**src/rtl/ldst_addr_unit.sv**
```systemverilog
module ldst_addr_unit (
  input  logic        clk,
  input  logic        rst_n,
  input  logic        start,
  input  logic        cond_ok,
  input  logic        is_load,
  input  logic        literal,
  input  logic        pre_idx,
  input  logic        up,
  input  logic        wb,
  input  logic [1:0]  size,
  input  logic        sign_ext,
  input  logic [3:0]  base_idx,
  input  logic [3:0]  tgt_idx,
  input  logic [3:0]  off_idx,
  input  logic        off_is_reg,
  input  logic [11:0] imm,
  input  logic [31:0] base_val,
  input  logic [31:0] off_val,
  input  logic [31:0] pc_val,
  input  logic [31:0] st_data0,
  input  logic [31:0] st_data1,
  output logic        busy,
  output logic        done,
  output logic        unpred,
  output logic        mem_req,
  output logic        mem_we,
  output logic [31:0] mem_addr,
  output logic [3:0]  mem_be,
  output logic [31:0] mem_wdata,
  input  logic        mem_ack,
  input  logic [31:0] mem_rdata,
  output logic        rf_we,
  output logic [3:0]  rf_waddr,
  output logic [31:0] rf_wdata,
  output logic        wb_we,
  output logic [3:0]  wb_waddr,
  output logic [31:0] wb_wdata,
  output logic        br_valid,
  output logic [31:0] br_target
);

  typedef enum logic [1:0] {S_IDLE, S_BEAT0, S_BEAT1, S_SKIP} state_t;
  state_t st;

  localparam logic [1:0] SZ_BYTE = 2'd0;
  localparam logic [1:0] SZ_HALF = 2'd1;
  localparam logic [1:0] SZ_WORD = 2'd2;
  localparam logic [1:0] SZ_PAIR = 2'd3;
  localparam logic [3:0] PC_IDX  = 4'd15;

  // issue-time address arithmetic
  logic        narrow, pair_in, wben, bad;
  logic [31:0] offset, base, off_addr, acc_addr;

  assign pair_in  = (size == SZ_PAIR);
  assign narrow   = (size == SZ_HALF) || pair_in || sign_ext;
  assign offset   = off_is_reg ? off_val :
                    narrow     ? {24'd0, imm[11:8], imm[3:0]} : {20'd0, imm};
  assign base     = literal ? {pc_val[31:2], 2'b00} : base_val;
  assign off_addr = up ? base + offset : base - offset;
  assign acc_addr = (literal || pre_idx) ? off_addr : base;
  assign wben     = !literal && (!pre_idx || wb);
  assign bad      = (wben && (base_idx == tgt_idx || (pair_in && base_idx == (tgt_idx | 4'd1))))
                 || (off_is_reg && off_idx == PC_IDX)
                 || (pair_in && (tgt_idx[0] || tgt_idx == 4'd14))
                 || (pair_in && !literal && !pre_idx && wb);

  // latched instruction
  logic [31:0] addr_q, oaddr_q, d0_q, d1_q;
  logic [3:0]  tgt_q, bidx_q;
  logic [1:0]  size_q;
  logic        sign_q, load_q, wben_q, bad_q;
  logic        pair_q;

  assign pair_q = (size_q == SZ_PAIR);

  // memory port
  assign busy     = (st != S_IDLE);
  assign mem_req  = (st == S_BEAT0) || (st == S_BEAT1);
  assign mem_we   = !load_q;
  assign mem_addr = (st == S_BEAT1) ? addr_q + 32'd4 : addr_q;

  always_comb begin
    case (size_q)
      SZ_BYTE: mem_be = 4'b0001 << addr_q[1:0];
      SZ_HALF: mem_be = addr_q[1] ? 4'b1100 : 4'b0011;
      default: mem_be = 4'b1111;
    endcase
  end

  always_comb begin
    if (st == S_BEAT1)          mem_wdata = d1_q;
    else if (size_q == SZ_BYTE) mem_wdata = {4{d0_q[7:0]}};
    else if (size_q == SZ_HALF) mem_wdata = {2{d0_q[15:0]}};
    else                        mem_wdata = d0_q;
  end

  // load data formatting
  logic [31:0] lane_sh, ld_fmt;
  logic [15:0] half_sel;
  assign lane_sh  = mem_rdata >> {addr_q[1:0], 3'b000};
  assign half_sel = addr_q[1] ? mem_rdata[31:16] : mem_rdata[15:0];

  always_comb begin
    case (size_q)
      SZ_BYTE: ld_fmt = sign_q ? {{24{lane_sh[7]}}, lane_sh[7:0]} : {24'd0, lane_sh[7:0]};
      SZ_HALF: ld_fmt = sign_q ? {{16{half_sel[15]}}, half_sel} : {16'd0, half_sel};
      default: ld_fmt = mem_rdata;
    endcase
  end

  always_ff @(posedge clk) begin
    if (!rst_n) begin
      st        <= S_IDLE;
      addr_q    <= '0;
      oaddr_q   <= '0;
      d0_q      <= '0;
      d1_q      <= '0;
      tgt_q     <= '0;
      bidx_q    <= '0;
      size_q    <= SZ_WORD;
      sign_q    <= 1'b0;
      load_q    <= 1'b1;
      wben_q    <= 1'b0;
      bad_q     <= 1'b0;
      done      <= 1'b0;
      unpred    <= 1'b0;
      rf_we     <= 1'b0;
      rf_waddr  <= '0;
      rf_wdata  <= '0;
      wb_we     <= 1'b0;
      wb_waddr  <= '0;
      wb_wdata  <= '0;
      br_valid  <= 1'b0;
      br_target <= '0;
    end else begin
      done     <= 1'b0;
      unpred   <= 1'b0;
      rf_we    <= 1'b0;
      wb_we    <= 1'b0;
      br_valid <= 1'b0;
      case (st)
        S_IDLE: if (start) begin
          addr_q  <= acc_addr;
          oaddr_q <= off_addr;
          d0_q    <= st_data0;
          d1_q    <= st_data1;
          tgt_q   <= tgt_idx;
          bidx_q  <= base_idx;
          size_q  <= size;
          sign_q  <= sign_ext;
          load_q  <= is_load;
          wben_q  <= wben;
          bad_q   <= bad;
          st      <= (cond_ok && !bad) ? S_BEAT0 : S_SKIP;
        end
        S_SKIP: begin
          done   <= 1'b1;
          unpred <= bad_q;
          st     <= S_IDLE;
        end
        S_BEAT0: if (mem_ack) begin
          if (load_q) begin
            if (!pair_q && size_q == SZ_WORD && tgt_q == PC_IDX) begin
              br_valid  <= 1'b1;
              br_target <= mem_rdata;
            end else begin
              rf_we    <= 1'b1;
              rf_waddr <= tgt_q;
              rf_wdata <= ld_fmt;
            end
          end
          if (pair_q) st <= S_BEAT1;
          else begin
            done     <= 1'b1;
            wb_we    <= wben_q;
            wb_waddr <= bidx_q;
            wb_wdata <= oaddr_q;
            st       <= S_IDLE;
          end
        end
        S_BEAT1: if (mem_ack) begin
          if (load_q) begin
            rf_we    <= 1'b1;
            rf_waddr <= tgt_q | 4'd1;
            rf_wdata <= mem_rdata;
          end
          done     <= 1'b1;
          wb_we    <= wben_q;
          wb_waddr <= bidx_q;
          wb_wdata <= oaddr_q;
          st       <= S_IDLE;
        end
        default: st <= S_IDLE;
      endcase
    end
  end

  a_r11_req_hold: assert property (@(posedge clk) disable iff (!rst_n)
    mem_req && !mem_ack |=> mem_req && $stable(mem_addr) && $stable(mem_be));
  a_r11_busy_req: assert property (@(posedge clk) disable iff (!rst_n)
    mem_req |-> busy);
  a_r11_done_idle: assert property (@(posedge clk) disable iff (!rst_n)
    done |-> !busy && !mem_req);
  a_r7_second_beat: assert property (@(posedge clk) disable iff (!rst_n)
    (st == S_BEAT0) && mem_ack && pair_q |=> mem_req && (mem_addr == $past(mem_addr) + 32'd4));
  a_r9_quiet: assert property (@(posedge clk) disable iff (!rst_n)
    unpred |-> done && !rf_we && !wb_we && !br_valid);
  a_r10_excl: assert property (@(posedge clk) disable iff (!rst_n)
    !(rf_we && br_valid));
  a_r2_wb_at_end: assert property (@(posedge clk) disable iff (!rst_n)
    wb_we |-> done);

endmodule

```
**config.mk**
```make
export PLATFORM = sky130hd
export DESIGN_NAME = ldst_addr_unit
export DESIGN_NICKNAME = d
export VERILOG_FILES = /design/src/rtl/ldst_addr_unit.sv
export SDC_FILE = /design/constraint.sdc
export NUM_CORES = 1
export LEC_CHECK = 0
export BUFFER_PORTS_ARGS = -buffer_cell sky130_fd_sc_hd__buf_4
export CAP_MARGIN = 20
export CORE_MARGIN = 10
export CORE_UTILIZATION = 40
export DETAILED_ROUTE_END_ITERATION = 10
export PLACE_DENSITY = 0.73
export SLEW_MARGIN = 40
export SYNTH_ARGS = -nofsm -noshare
export SYNTH_HDL_FRONTEND = slang
export SYNTH_SLANG_ARGS = --single-unit
```
**constraint.sdc**
```tcl
create_clock -name clk -period 8.04 [get_ports clk]
set_clock_uncertainty 0.15 [all_clocks]
set_input_delay 1.608 -clock clk [delete_from_list [all_inputs] [get_ports clk]]
set_output_delay 1.608 -clock clk [all_outputs]
set_load 0.05 [all_outputs]
```
# Word level (Yosys, flattened, before mapping)

Cells that the tools add are included.

Add/subtract/negate cells: 3
Shift operators: 2
Eq/ne operators: 20
Muxes and demuxes: 56
Reduce and logical (&&, ||, !) cells: 37

Operator list:

| operator                                            | number |
|---|---|
| 2-to-1 mux 32 bit                                   | 18 |
| case mux 32 bit (2 select lines)                    | 3 |
| 2-to-1 mux 4 bit                                    | 9 |
| adder 32 x 3 -> 32 bit, second input constant       | 1 |
| adder 32 bit                                        | 1 |
| >> shifter 32 x 5 -> 8 bit                          | 1 |
| subtractor 32 bit                                   | 1 |
| case mux 4 bit (2 select lines)                     | 3 |
| 2-to-1 mux 16 bit                                   | 1 |
| inequality test 2 bit, second input constant        | 7 |
| equality test 4 bit, second input constant          | 3 |
| 2-to-1 mux 1 bit                                    | 12 |
| 2-to-1 mux 12 bit                                   | 1 |
| AND reduction 4 bit                                 | 3 |
| logical AND 1 bit                                   | 11 |
| equality test 2 bit, second input constant          | 5 |
| logical OR 1 bit                                    | 10 |
| 2-to-1 mux 2 bit                                    | 5 |
| equality test 4 bit                                 | 2 |
| case mux 2 bit (4 select lines)                     | 1 |
| equality test 2 x 1 -> 1 bit, second input constant | 3 |
| AND reduction 6 bit                                 | 1 |
| logical NOT 1 bit                                   | 5 |
| logical NOT 2 bit                                   | 2 |
| other kinds (6)                                     | 9 |

Bits of input ports: 230
Logic and storage cells: 140
Bits in registers: 253
Output and inout port bits: 180

# Longest topological paths before layout

Gate-level depths: netlist of the first run.

Depth in word-level cells: 12
Gate-level depth with buffers: 20
Depth with buffers taken out: 17

# Worst setup path after synthesis of the first run

No wires, ideal clock.

Path type: input-to-reg
Start: in off_is_reg
End: reg addr_q[29]
Setup slack: 2.179 ns
Required time: 7.752 ns
Setup time: 0.138 ns
Buffers on the path: 3
Stages: 19
Arrival time: 5.573 ns
Path through: buf_4 > clkbuf_1 > clkbuf_1 > mux2i_1 > ha_1 > and2_1 > nor4b_4 > nor2_1 > nor2_2 > a311oi_1 > ha_1 > a21o_1 > a21o_1 > a21o_1 > a21o_1 > a2111oi_0 > o22ai_1 > xnor2_1 > o221ai_1

Longest elaborated chain between the ends: 4
Elaborated cells between the ends (all ways): 5
Those cells by class: add/sub: 2; mux: 3

Ends and longest elaborated chain:

| element                                                  | line | text |
|---|---|---|
| start, declared                                          | 16   | `input logic off_is_reg,` |
| 2-to-1 mux 32 bit (*)                                    | 58   | `assign offset = off_is_reg ? off_val :` |
| subtractor 32 bit / adder 32 bit (equally long branches) | 61   | `assign off_addr = up ? base + offset : base - offset;` |
| 2-to-1 mux 32 bit (*)                                    | 61   |  |
| 2-to-1 mux 32 bit (*)                                    | 62   | `assign acc_addr = (literal \|\| pre_idx) ? off_addr : base;` |
| end signal, assigned                                     | 145  | `addr_q <= acc_addr;` |
| end, declared                                            | 70   | `logic [31:0] addr_q, oaddr_q, d0_q, d1_q;` |

Mark *: on every way between the ends. The rest lies on a longest branch, timed or not.
A chain may end at the register's enable or synchronous reset.

# Worst setup path in the final report of the first run

Ends and elaborated chain as after synthesis.

==> impl_metrics.env, run 1 <==
export IMPL_async_flop_share_pct=0
export IMPL_tritoncts="built"
export IMPL_detailed_place_hpwl_mm=41.4
export IMPL_design_core_area_sq_um=34600
export IMPL_cts_hold_repair_buffers=0
export IMPL_post_route_period_util_pct=74.2
export IMPL_synth_area_leaders="sky130_fd_sc_hd__dfxtp_1 (36%), sky130_fd_sc_hd__nand2_1 (13%), sky130_fd_sc_hd__a21oi_1 (9.5%)"
export IMPL_depth_of_the_worst_register_to_register_path=8
export IMPL_clkLatencyLatePin_ps=550
export IMPL_grt_ovfl_total=0
export IMPL_clock_path_buffers=3
export IMPL_floorplan_initialDensity_pct=40.6
export IMPL_postRouteWirelength_mm=54.5
export IMPL_cts_inserted_buffers=27
export IMPL_synth_cell_area_sq_um=14000
export IMPL_power_density_cell_area_nw_per_um2=313
export IMPL_route_antenna_remaining_nets=0
export IMPL_power_leakage_nw=7.64
export IMPL_post_synth_top_area_fraction_pct=36.1
export IMPL_gp_congestion=0.924
export IMPL_required_ps=8270
export IMPL_placementRows=68
export IMPL_synth_enable_flop_cells=0
export IMPL_clk_pin_slew_ps=60
export IMPL_post_cts_repair_setup_buffers=0
export IMPL_yosys_register_bits=253
export IMPL_detail_route_iter0_violations=1116
export IMPL_synth_flop_cell="sky130_fd_sc_hd__dfxtp_1"
export IMPL_synth_avg_cell_area_sq_um=7.52
export IMPL_detailedRoute_firstPassIterationCount=5
export IMPL_drt_wirelength_per_cell_um=20.4
export IMPL_num_nets_final=2466
export IMPL_maxSlewViolCount=0
export IMPL_design_die_area_sq_um=43000
export IMPL_synth_fp_nets=2144
export IMPL_drv_cap=0
export IMPL_status="complete, no violations"
export IMPL_period_needed_ps=5970
export IMPL_setup_total_negative_slack_ps=0
export IMPL_final_cell_mix="sky130_fd_sc_hd__nand2_1 (483), sky130_fd_sc_hd__buf_4 (418), sky130_fd_sc_hd__a21oi_1 (267)"
export IMPL_cts_resized=0
export IMPL_final_core_util_pct=52.6
export IMPL_holdCritPathClass="register to register"
export IMPL_max_ir_drop_vdd_uv=262
export IMPL_holdPathStages=2
export IMPL_worstSetupStartpointType="input pin"
export IMPL_dpl_instance_area_sq_um=17300
export IMPL_vias=14800
export IMPL_crit_fanout=50
export IMPL_drive_above_1_share_pct=24.4
export IMPL_timing_final_hold_violations=0
export IMPL_layout_commonest_cell="sky130_fd_sc_hd__nand2_1"
export IMPL_grt_antenna_before_repair=3
export IMPL_crit_type="input pin to register"
export IMPL_ios=410
export IMPL_h_tree_depth=1
export IMPL_finalNonFillerCells=2666
export IMPL_drt_vias_per_instance=5.55
export IMPL_dieHeight_um=207
export IMPL_dieWidth_um=207
export IMPL_track_usage_pct=23.6
export IMPL_number_of_global_route_vias_before_repair=14300
export IMPL_port_buffers=407
export IMPL_fin_area_sq_um=18200
export IMPL_drc=0
export IMPL_timing_critical_path_arrival_ps=6200
export IMPL_synth_yosys_seq_area_share_pct=36.1
export IMPL_yosysWarningCount=0
export IMPL_timing_critical_path_to_type="register"
export IMPL_grt_start_max_net_pins=117
export IMPL_netlist_top_cell_by_area="sky130_fd_sc_hd__dfxtp_1"
export IMPL_clock_sinks=253
export IMPL_area_growth_syn_to_layout_pct=29.8
export IMPL_worst_slew_pin_slew_ps=824
export IMPL_setup_violations=0
export IMPL_placed_cells=2617
export IMPL_slew_limit_headroom_pct=45.1
export IMPL_setup_repair_after_global_routing_missed_its_margin="no"
export IMPL_post_synth_num_cell_types=76
export IMPL_grt_pass1_wl_mm=83.4
export IMPL_timing_fmax_ghz=0.168
export IMPL_root_buffer="sky130_fd_sc_hd__clkbuf_16"
export IMPL_post_synth_inst_count=1869
[through the flow]
step | hold slack [ps] | power [mW] | worst slack (ps)
2_1_floorplan | 272 | 3.56 | 2180
3_3_place_gp | 289 | 4.41 | 1730
3_5_place_dp | 296 | 4.45 | 1620
4_1_cts | 303 | 5.72 | 2180
5_1_grt | 319 | 6.01 | 1700
6_report | 299 | 5.70 | 2070
[final timing paths]
check	end	slack (ps)	startpoint
hold reg to reg	wb_wdata[11]$_SDFFE_PN0P_	300	oaddr_q[11]$_SDFFE_PN0P_
hold / removal	wb_wdata[11]$_SDFFE_PN0P_	300	oaddr_q[11]$_SDFFE_PN0P_
setup / recovery	addr_q[29]$_SDFFE_PN0P_	2070	off_is_reg
setup reg to reg	rf_wdata[28]$_SDFFE_PN0P_	4900	size_q[1]$_SDFFE_PN1P_
[metal layers]
layer  vias to the layer above  GRT usage, %  wire (um)
li1                       7117             -          -
met1                      6962          28.9      22700
met2                       611          40.1      26000
met3                        92          4.84       4040
met4                         2          8.53       1760
met5                         -             0          7
[registers in the layout, indices dropped and copies added (netlist names), 32 cells and up]
name       count
addr_q        32
br_target     32
d0_q          32
d1_q          32
oaddr_q       32
rf_wdata      32
wb_wdata      32
[synth_stat cells (20+ instances only)]
library cell,number
sky130_fd_sc_hd__a21o_1,22
sky130_fd_sc_hd__a21oi_1,267
sky130_fd_sc_hd__clkbuf_1,108
sky130_fd_sc_hd__a31oi_1,27
sky130_fd_sc_hd__nand2_1,484
sky130_fd_sc_hd__o21ai_0,92
sky130_fd_sc_hd__nor3_1,26
sky130_fd_sc_hd__mux2_2,39
sky130_fd_sc_hd__mux2i_1,46
sky130_fd_sc_hd__xor2_1,21
sky130_fd_sc_hd__nand3_1,25
sky130_fd_sc_hd__xnor2_1,57
sky130_fd_sc_hd__nor2_1,91
sky130_fd_sc_hd__nand4_1,20
sky130_fd_sc_hd__ha_1,44
sky130_fd_sc_hd__dfxtp_1,253
sky130_fd_sc_hd__inv_1,26
[cell families (layout without fill, tap and decap cells)]
group           count (synthesis)  count (layout)  synth area share, %
compound gates                528             528                 22.1
xor+xnor                       79              79                 4.98
fa+ha+maj                      45              45                 4.06
buf+inv                       158             498                 4.33
flops                         253             253                 36.1
mux                            85              85                 6.40
other cells                     0               2                    0
simple gates                  721             721                 22.1
[layout make-up]
cell class	instances	area (sq um)
Fill cell	3364	16400
Multi-Input combinational cell	1458	8400
Sequential cell	253	5060
Timing Repair Buffer	421	3170
Clock buffer	38	787
Tap cell	455	569
Inverter	30	120
Clock inverter	9	104
Antenna cell	2	5.00
[critical path: stages]
cell and delay [ps]:
sky130_fd_sc_hd__buf_4 400, sky130_fd_sc_hd__inv_2 190, sky130_fd_sc_hd__or3_1 450, sky130_fd_sc_hd__and2_4 190, sky130_fd_sc_hd__nor4b_4 450, sky130_fd_sc_hd__nor2_1 210, sky130_fd_sc_hd__nor2_2 310, sky130_fd_sc_hd__a311oi_1 150
sky130_fd_sc_hd__ha_1 430, sky130_fd_sc_hd__a21o_1 230, sky130_fd_sc_hd__a21o_1 180, sky130_fd_sc_hd__a21o_1 180, sky130_fd_sc_hd__a21o_1 170, sky130_fd_sc_hd__a2111oi_0 380, sky130_fd_sc_hd__o22ai_1 160, sky130_fd_sc_hd__xnor2_1 290
sky130_fd_sc_hd__o221ai_1 150
[report_power, final]
group	switching, mW	internal [mW]	total [mW]
combinational	1.90	0.828	2.73
clock	0.521	0.741	1.26
sequential	0.196	1.51	1.71
No activity file was read; power rests on OpenSTA's default activity.
==> run 2, diff against run 1 <==
Clock period 8.04 ns to 6.25 ns, I/O delays scaled along.
==> run 2 against run 1 <==
  * Clock power increased by 31%
  * Sequential power increased by 28%
  * Hold slack got worse by 3.6 ps
  * Core utilization increased by 0.20 points
  * Combinational power increased by 29%
  * Die area unchanged
  * Setup slack got worse by 1100 ps
==> impl_metrics.env, run 2 (synthesized netlist as in run 1, its figures left out) <==
export IMPL_status="complete, no violations"
export IMPL_track_usage_pct=23.4
export IMPL_critical_path_slowest_cell="sky130_fd_sc_hd__nor4b_4"
export IMPL_route_antenna_remaining_nets=0
export IMPL_netSwitchingPower_mw=3.38
export IMPL_num_nets_final=2469
export IMPL_clkLatencyLatePin_ps=540
export IMPL_number_of_global_route_vias_before_repair=14100
export IMPL_post_route_period_util_pct=85.0
export IMPL_floorplan_initialDensity_pct=40.6
export IMPL_setup_total_negative_slack_ps=0
export IMPL_pwr_share_clk_pct=22.4
export IMPL_drv_cap=0
export IMPL_dieWidth_um=207
export IMPL_drt_vias_per_instance=5.53
export IMPL_hold_path_endpoint="wb_we$_SDFF_PN0_"
export IMPL_clock_sinks=253
export IMPL_placed_cells=2619
export IMPL_crit_type="input pin to register"
export IMPL_sum_of_buffers_and_inverters_on_the_critical_path=2
export IMPL_clock_path_buffers=3
export IMPL_cts_hold_repair_buffers=0
export IMPL_required_ps=6500
export IMPL_postRouteWirelength_mm=54.1
export IMPL_h_tree_depth=1
export IMPL_cts_inserted_buffers=28
export IMPL_power_leakage_nw=7.67
export IMPL_detail_route_iter0_violations=1013
export IMPL_detailed_place_hpwl_mm=41.4
export IMPL_design_die_area_sq_um=43000
export IMPL_drc=0
export IMPL_holdCritPathClass="register to register"
export IMPL_worst_slew_pin_slew_ps=818
export IMPL_critical_path_max_stage_delay_ps=450
export IMPL_setup_repair_after_global_routing_missed_its_margin="no"
export IMPL_placement_setup_worst_slack_ps=496
export IMPL_setup_slack_ps=934
export IMPL_grt_pass1_wl_mm=82.4
export IMPL_clk_pin_slew_ps=60
export IMPL_timing_critical_path_arrival_ps=5560
export IMPL_cts_resized=0
export IMPL_layout_commonest_cell="sky130_fd_sc_hd__nand2_1"
export IMPL_timing_critical_path_to_type="register"
export IMPL_cp_top_family="compound AO/OA/AOI/OAI gates"
export IMPL_setup_violations=0
export IMPL_worstHoldStart="wben_q$_SDFFE_PN0P_"
export IMPL_placementRows=68
export IMPL_r2r_end="rf_wdata[26]$_SDFFE_PN0P_"
export IMPL_grt_antenna_before_repair=2
export IMPL_tritoncts="built"
export IMPL_power_density_cell_area_nw_per_um2=403
export IMPL_dieHeight_um=207
export IMPL_post_cts_repair_setup_buffers=0
export IMPL_root_buffer="sky130_fd_sc_hd__clkbuf_16"
export IMPL_finalNonFillerCells=2670
export IMPL_share_seq_of_total_power_pct=29.7
export IMPL_max_ir_drop_vdd_uv=253
export IMPL_final_cell_mix="sky130_fd_sc_hd__nand2_1 (482), sky130_fd_sc_hd__buf_4 (420), sky130_fd_sc_hd__a21oi_1 (267)"
export IMPL_ios=410
export IMPL_timing_fmax_ghz=0.188
export IMPL_detailedRoute_firstPassIterationCount=5
export IMPL_critPathLaunch="off_is_reg"
export IMPL_p_int_mw=3.99
export IMPL_sw_frac_of_total_pct=45.8
export IMPL_timing_final_hold_violations=0
export IMPL_vias=14800
export IMPL_drive_above_1_share_pct=24.6
export IMPL_critPathMostFrequentCell="sky130_fd_sc_hd__a21o_1"
export IMPL_gp_congestion=0.930
export IMPL_maxSlewViolCount=0
export IMPL_holdPathStages=2
export IMPL_area_growth_syn_to_layout_pct=30.2
export IMPL_period_needed_ps=5320
export IMPL_grt_start_max_net_pins=85
export IMPL_slew_limit_headroom_pct=45.5
export IMPL_port_buffers=407
export IMPL_worstPathCellList="buf_4 -> buf_4 -> nor4b_2 -> nand4bb_2 -> nor4b_4 -> nor2_1 -> nor2_2 -> a311oi_1 -> ha_1 -> a21o_1 -> a21o_1 -> a21o_1 -> a21o_1 -> a2111oi_0 -> o22ai_1 -> xnor2_1 -> o221ai_1"
export IMPL_timing_rr_start="st[0]$_SDFFE_PN0P_"
export IMPL_crit_fanout=32
export IMPL_worstSetupStartpointType="input pin"
export IMPL_drt_wirelength_per_cell_um=20.3
export IMPL_grt_ovfl_total=0
export IMPL_design_core_area_sq_um=34600
export IMPL_depth_of_the_worst_register_to_register_path=8
export IMPL_comb_power_share_pct=47.8
export IMPL_r2r_setup_slack_ps=3100
[run 2: cell count changes in the layout (fill, tap and decap cells not counted), sizes merged, moves of 2 or more]
cell	previous run	this run
clkbuf	38	43
buf	421	423
clkinv	6	8
clkinvlp	2	0
[run 2: layer usage]
metal | wire [um] | global-route usage [%] | share of wire [%] | up-vias
li1 | - | - | - | 7132
met1 | 22800 | 29.1 | 42 | 6948
met2 | 25700 | 39.6 | 48 | 594
met3 | 4160 | 5.16 | 7.7 | 82
met4 | 1400 | 6.95 | 2.6 | 2
met5 | 13 | 0 | 0.024 | -
[run 2: cell type report]
cell class	instances	area (sq um)
inverter	30	118
clock buffer	43	857
tap	455	569
multi-input combinational	1458	8420
sequential	253	5060
antenna	1	2.50
clock inverter	7	75.1
timing repair buffer	423	3190
fill	3357	16300
[run 2: how the worst max path moves through the flow]
stage	to	slack, ps	cells after the start
2_1_floorplan	addr_q[29]$_SDFFE_PN0P_	750	19
3_3_place_gp	addr_q[30]$_SDFFE_PN0P_	550	18
3_5_place_dp	addr_q[26]$_SDFFE_PN0P_	500	18
4_1_cts	addr_q[29]$_SDFFE_PN0P_	1060	17
5_1_grt	addr_q[29]$_SDFFE_PN0P_	570	17
6_report	addr_q[29]$_SDFFE_PN0P_	930	17
[run 2: stage by stage]
step | instance area (sq um) | power, mW | util [%] | hold WS [ps]
2_1_floorplan | 14000 | 4.58 | - | 272
3_3_place_gp | 17300 | 5.68 | 50.1 | 286
3_5_place_dp | 17300 | 5.73 | 50.1 | 290
4_1_cts | 18300 | 7.40 | 52.8 | 295
5_1_grt | 18300 | 7.75 | 52.8 | 316
6_report | 18300 | 7.37 | 52.8 | 295
[run 2: tightest hold or removal path, delay by kind of cell (launching register included)]
family	cells	cell delay, ps
simple gates	2	100
flops	1	310
[run 2: power by group through the flow]
| stage | sequential [mW] | combinational [mW] | clock (mW) |
|---|---|---|---|
| final | 2.19 | 3.52 | 1.65 |
| after global routing | 2.23 | 3.78 | 1.74 |
| after CTS | 2.19 | 3.53 | 1.68 |
| after detailed placement | 2.22 | 3.51 | 0 |
| after global placement | 2.20 | 3.48 | 0 |
| after floorplan | 2.51 | 2.08 | 0 |
==> run 3, diff against run 2 <==
--- a/config.mk
+++ b/config.mk
@@ -8,3 +8,2 @@
 export BUFFER_PORTS_ARGS = -buffer_cell sky130_fd_sc_hd__buf_4
-export CAP_MARGIN = 20
 export CORE_MARGIN = 10
==> constraint.sdc (replaced) <==
create_clock -name clk -period 6.25 [get_ports clk]
set_clock_uncertainty 0.15 [all_clocks]
set_input_delay 0.625 -clock clk [delete_from_list [all_inputs] [get_ports clk]]
set_output_delay 0.625 -clock clk [all_outputs]
set_load 0.05 [all_outputs]
==> run 3 against run 2 <==
  * Power is 1.4% higher
  * Critical path depth stayed put
  * Combinational power hardly changed
  * Global-route usage is 0.10 points higher
  * Critical endpoint unchanged
  * Die area stayed put
  * Final cell count stayed put
  * Largest power group unchanged
==> impl_metrics.env, run 3 (synthesized netlist as in run 1, its figures left out) <==
export IMPL_max_ir_drop_vdd_uv=256
export IMPL_root_buffer="sky130_fd_sc_hd__clkbuf_16"
export IMPL_required_ps=6500
export IMPL_clkLatencyLatePin_ps=540
export IMPL_tritoncts="built"
export IMPL_setup_repair_after_global_routing_missed_its_margin="no"
export IMPL_period_needed_ps=5030
export IMPL_drt_wirelength_per_cell_um=20.3
export IMPL_layout_commonest_cell="sky130_fd_sc_hd__nand2_1"
export IMPL_floorplan_initialDensity_pct=40.6
export IMPL_timing_critical_path_to_type="register"
export IMPL_placed_cells=2616
export IMPL_grt_ovfl_total=0
export IMPL_holdCritPathClass="input pin to register"
export IMPL_grt_pass1_wl_mm=82.7
export IMPL_power_leakage_nw=7.68
export IMPL_hold_path_endpoint="size_q[1]$_SDFFE_PN1P_"
export IMPL_worstSetupStartpointType="input pin"
export IMPL_post_cts_repair_setup_buffers=0
export IMPL_power_density_cell_area_nw_per_um2=408
export IMPL_num_nets_final=2467
export IMPL_timing_fmax_ghz=0.199
export IMPL_worst_slew_pin_slew_ps=735
export IMPL_timing_critical_path_arrival_ps=5270
export IMPL_track_usage_pct=23.5
export IMPL_crit_fanout=50
export IMPL_cts_inserted_buffers=28
export IMPL_h_tree_depth=1
export IMPL_clk_pin_slew_ps=60
export IMPL_final_core_util_pct=52.9
export IMPL_design_core_area_sq_um=34600
export IMPL_slew_limit_headroom_pct=51.0
export IMPL_dieHeight_um=207
export IMPL_r2r_end="rf_wdata[10]$_SDFFE_PN0P_"
export IMPL_multi_input_area_sq_um=8410
export IMPL_detailedRoute_firstPassIterationCount=5
export IMPL_status="complete, no violations"
export IMPL_cts_resized=0
export IMPL_drc=0
export IMPL_drt_vias_per_instance=5.54
export IMPL_timing_final_hold_violations=0
export IMPL_total_power_mw=7.47
export IMPL_number_of_global_route_vias_before_repair=14300
export IMPL_design_die_area_sq_um=43000
export IMPL_setup_total_negative_slack_ps=0
export IMPL_drive_above_1_share_pct=24.6
export IMPL_cts_hold_repair_buffers=0
export IMPL_clock_sinks=253
export IMPL_critical_path_max_stage_delay_ps=460
export IMPL_post_route_period_util_pct=80.4
export IMPL_worstHoldStart="size[1]"
export IMPL_detailed_place_hpwl_mm=41.3
export IMPL_critPathMostFrequentCell="sky130_fd_sc_hd__a21o_1"
export IMPL_holdPathStages=3
export IMPL_worstPathCellList="buf_4 -> inv_2 -> or3_1 -> and2_4 -> nor4b_4 -> nor2_1 -> nor2_2 -> a311oi_1 -> ha_1 -> a21o_1 -> a21o_1 -> a21o_1 -> a21o_1 -> a2111oi_0 -> o22ai_1 -> xnor2_1 -> o221ai_1"
export IMPL_postRouteWirelength_mm=54.2
export IMPL_dieWidth_um=207
export IMPL_area_used_by_sequential_logic_in_the_layout_sq_um=5070
export IMPL_timing_rr_start="st[0]$_SDFFE_PN0P_"
export IMPL_area_growth_syn_to_layout_pct=30.5
export IMPL_final_fill_count=3299
export IMPL_sum_of_buffers_and_inverters_on_the_critical_path=2
export IMPL_hold_ws_ps=172
export IMPL_maxSlewViolCount=0
export IMPL_clock_path_buffers=3
export IMPL_depth_of_the_worst_register_to_register_path=8
export IMPL_critical_path_slowest_cell="sky130_fd_sc_hd__or3_1"
export IMPL_grt_start_max_net_pins=117
export IMPL_final_cell_mix="sky130_fd_sc_hd__nand2_1 (482), sky130_fd_sc_hd__buf_4 (417), sky130_fd_sc_hd__a21oi_1 (267)"
export IMPL_cp_top_family="compound AO/OA/AOI/OAI gates"
export IMPL_detail_route_iter0_violations=1031
export IMPL_crit_type="input pin to register"
export IMPL_placementRows=68
export IMPL_vias=14800
export IMPL_grt_antenna_before_repair=4
export IMPL_finalNonFillerCells=2670
export IMPL_r2r_setup_slack_ps=3100
export IMPL_route_antenna_remaining_nets=0
export IMPL_setup_violations=0
export IMPL_gp_congestion=0.913
export IMPL_drv_cap=0
export IMPL_ios=410
export IMPL_port_buffers=407
run 3: how the worst max path moves through the flow:
stage	start	endpoint	depth (start not counted)
CTS	off_is_reg	addr_q[30]$_SDFFE_PN0P_	17
global route	off_is_reg	addr_q[30]$_SDFFE_PN0P_	17
floorplan	off_is_reg	addr_q[29]$_SDFFE_PN0P_	19
detailed placement	off_is_reg	addr_q[30]$_SDFFE_PN0P_	17
finish	off_is_reg	addr_q[29]$_SDFFE_PN0P_	17
global placement	off_is_reg	addr_q[31]$_SDFFE_PN0P_	16
run 3: through the flow:
stage / cell area (sq um) / setup slack [ps]
floorplan: 14000 / 1370
global placement: 17300 / 925
detailed placement: 17300 / 805
CTS: 18300 / 1380
global route: 18300 / 827
finish: 18300 / 1220
run 3: final cells by class:
class,count,share of cell area [%]
inverters,30,0.655
diodes,3,0.0410
clock inverters,14,1.01
multi-input cells,1458,45.9
repair buffers,421,17.4
clock buffers,36,4.32
flip-flops and latches,253,27.6
well taps,455,3.11
run 3: per-layer routing:
metal | routed length, um | share of wire, % | GRT usage, %
met3 | 4090 | 7.5 | 5.40
met5 | 25 | 0.046 | 0
met1 | 22500 | 42 | 28.8
met4 | 1670 | 3.1 | 7.73
met2 | 25900 | 48 | 39.8
run 3: power by group:
group / switching [mW] / internal (mW) / total, mW
Clock: 0.689 / 1.06 / 1.75
Sequential: 0.264 / 1.94 / 2.21
Combinational: 2.44 / 1.07 / 3.51
run 3: worst min-delay path: cells and delay by family:
family                 cells  cell delay, ps
buffers and inverters      1              90
and+or+nand+nor            2             110
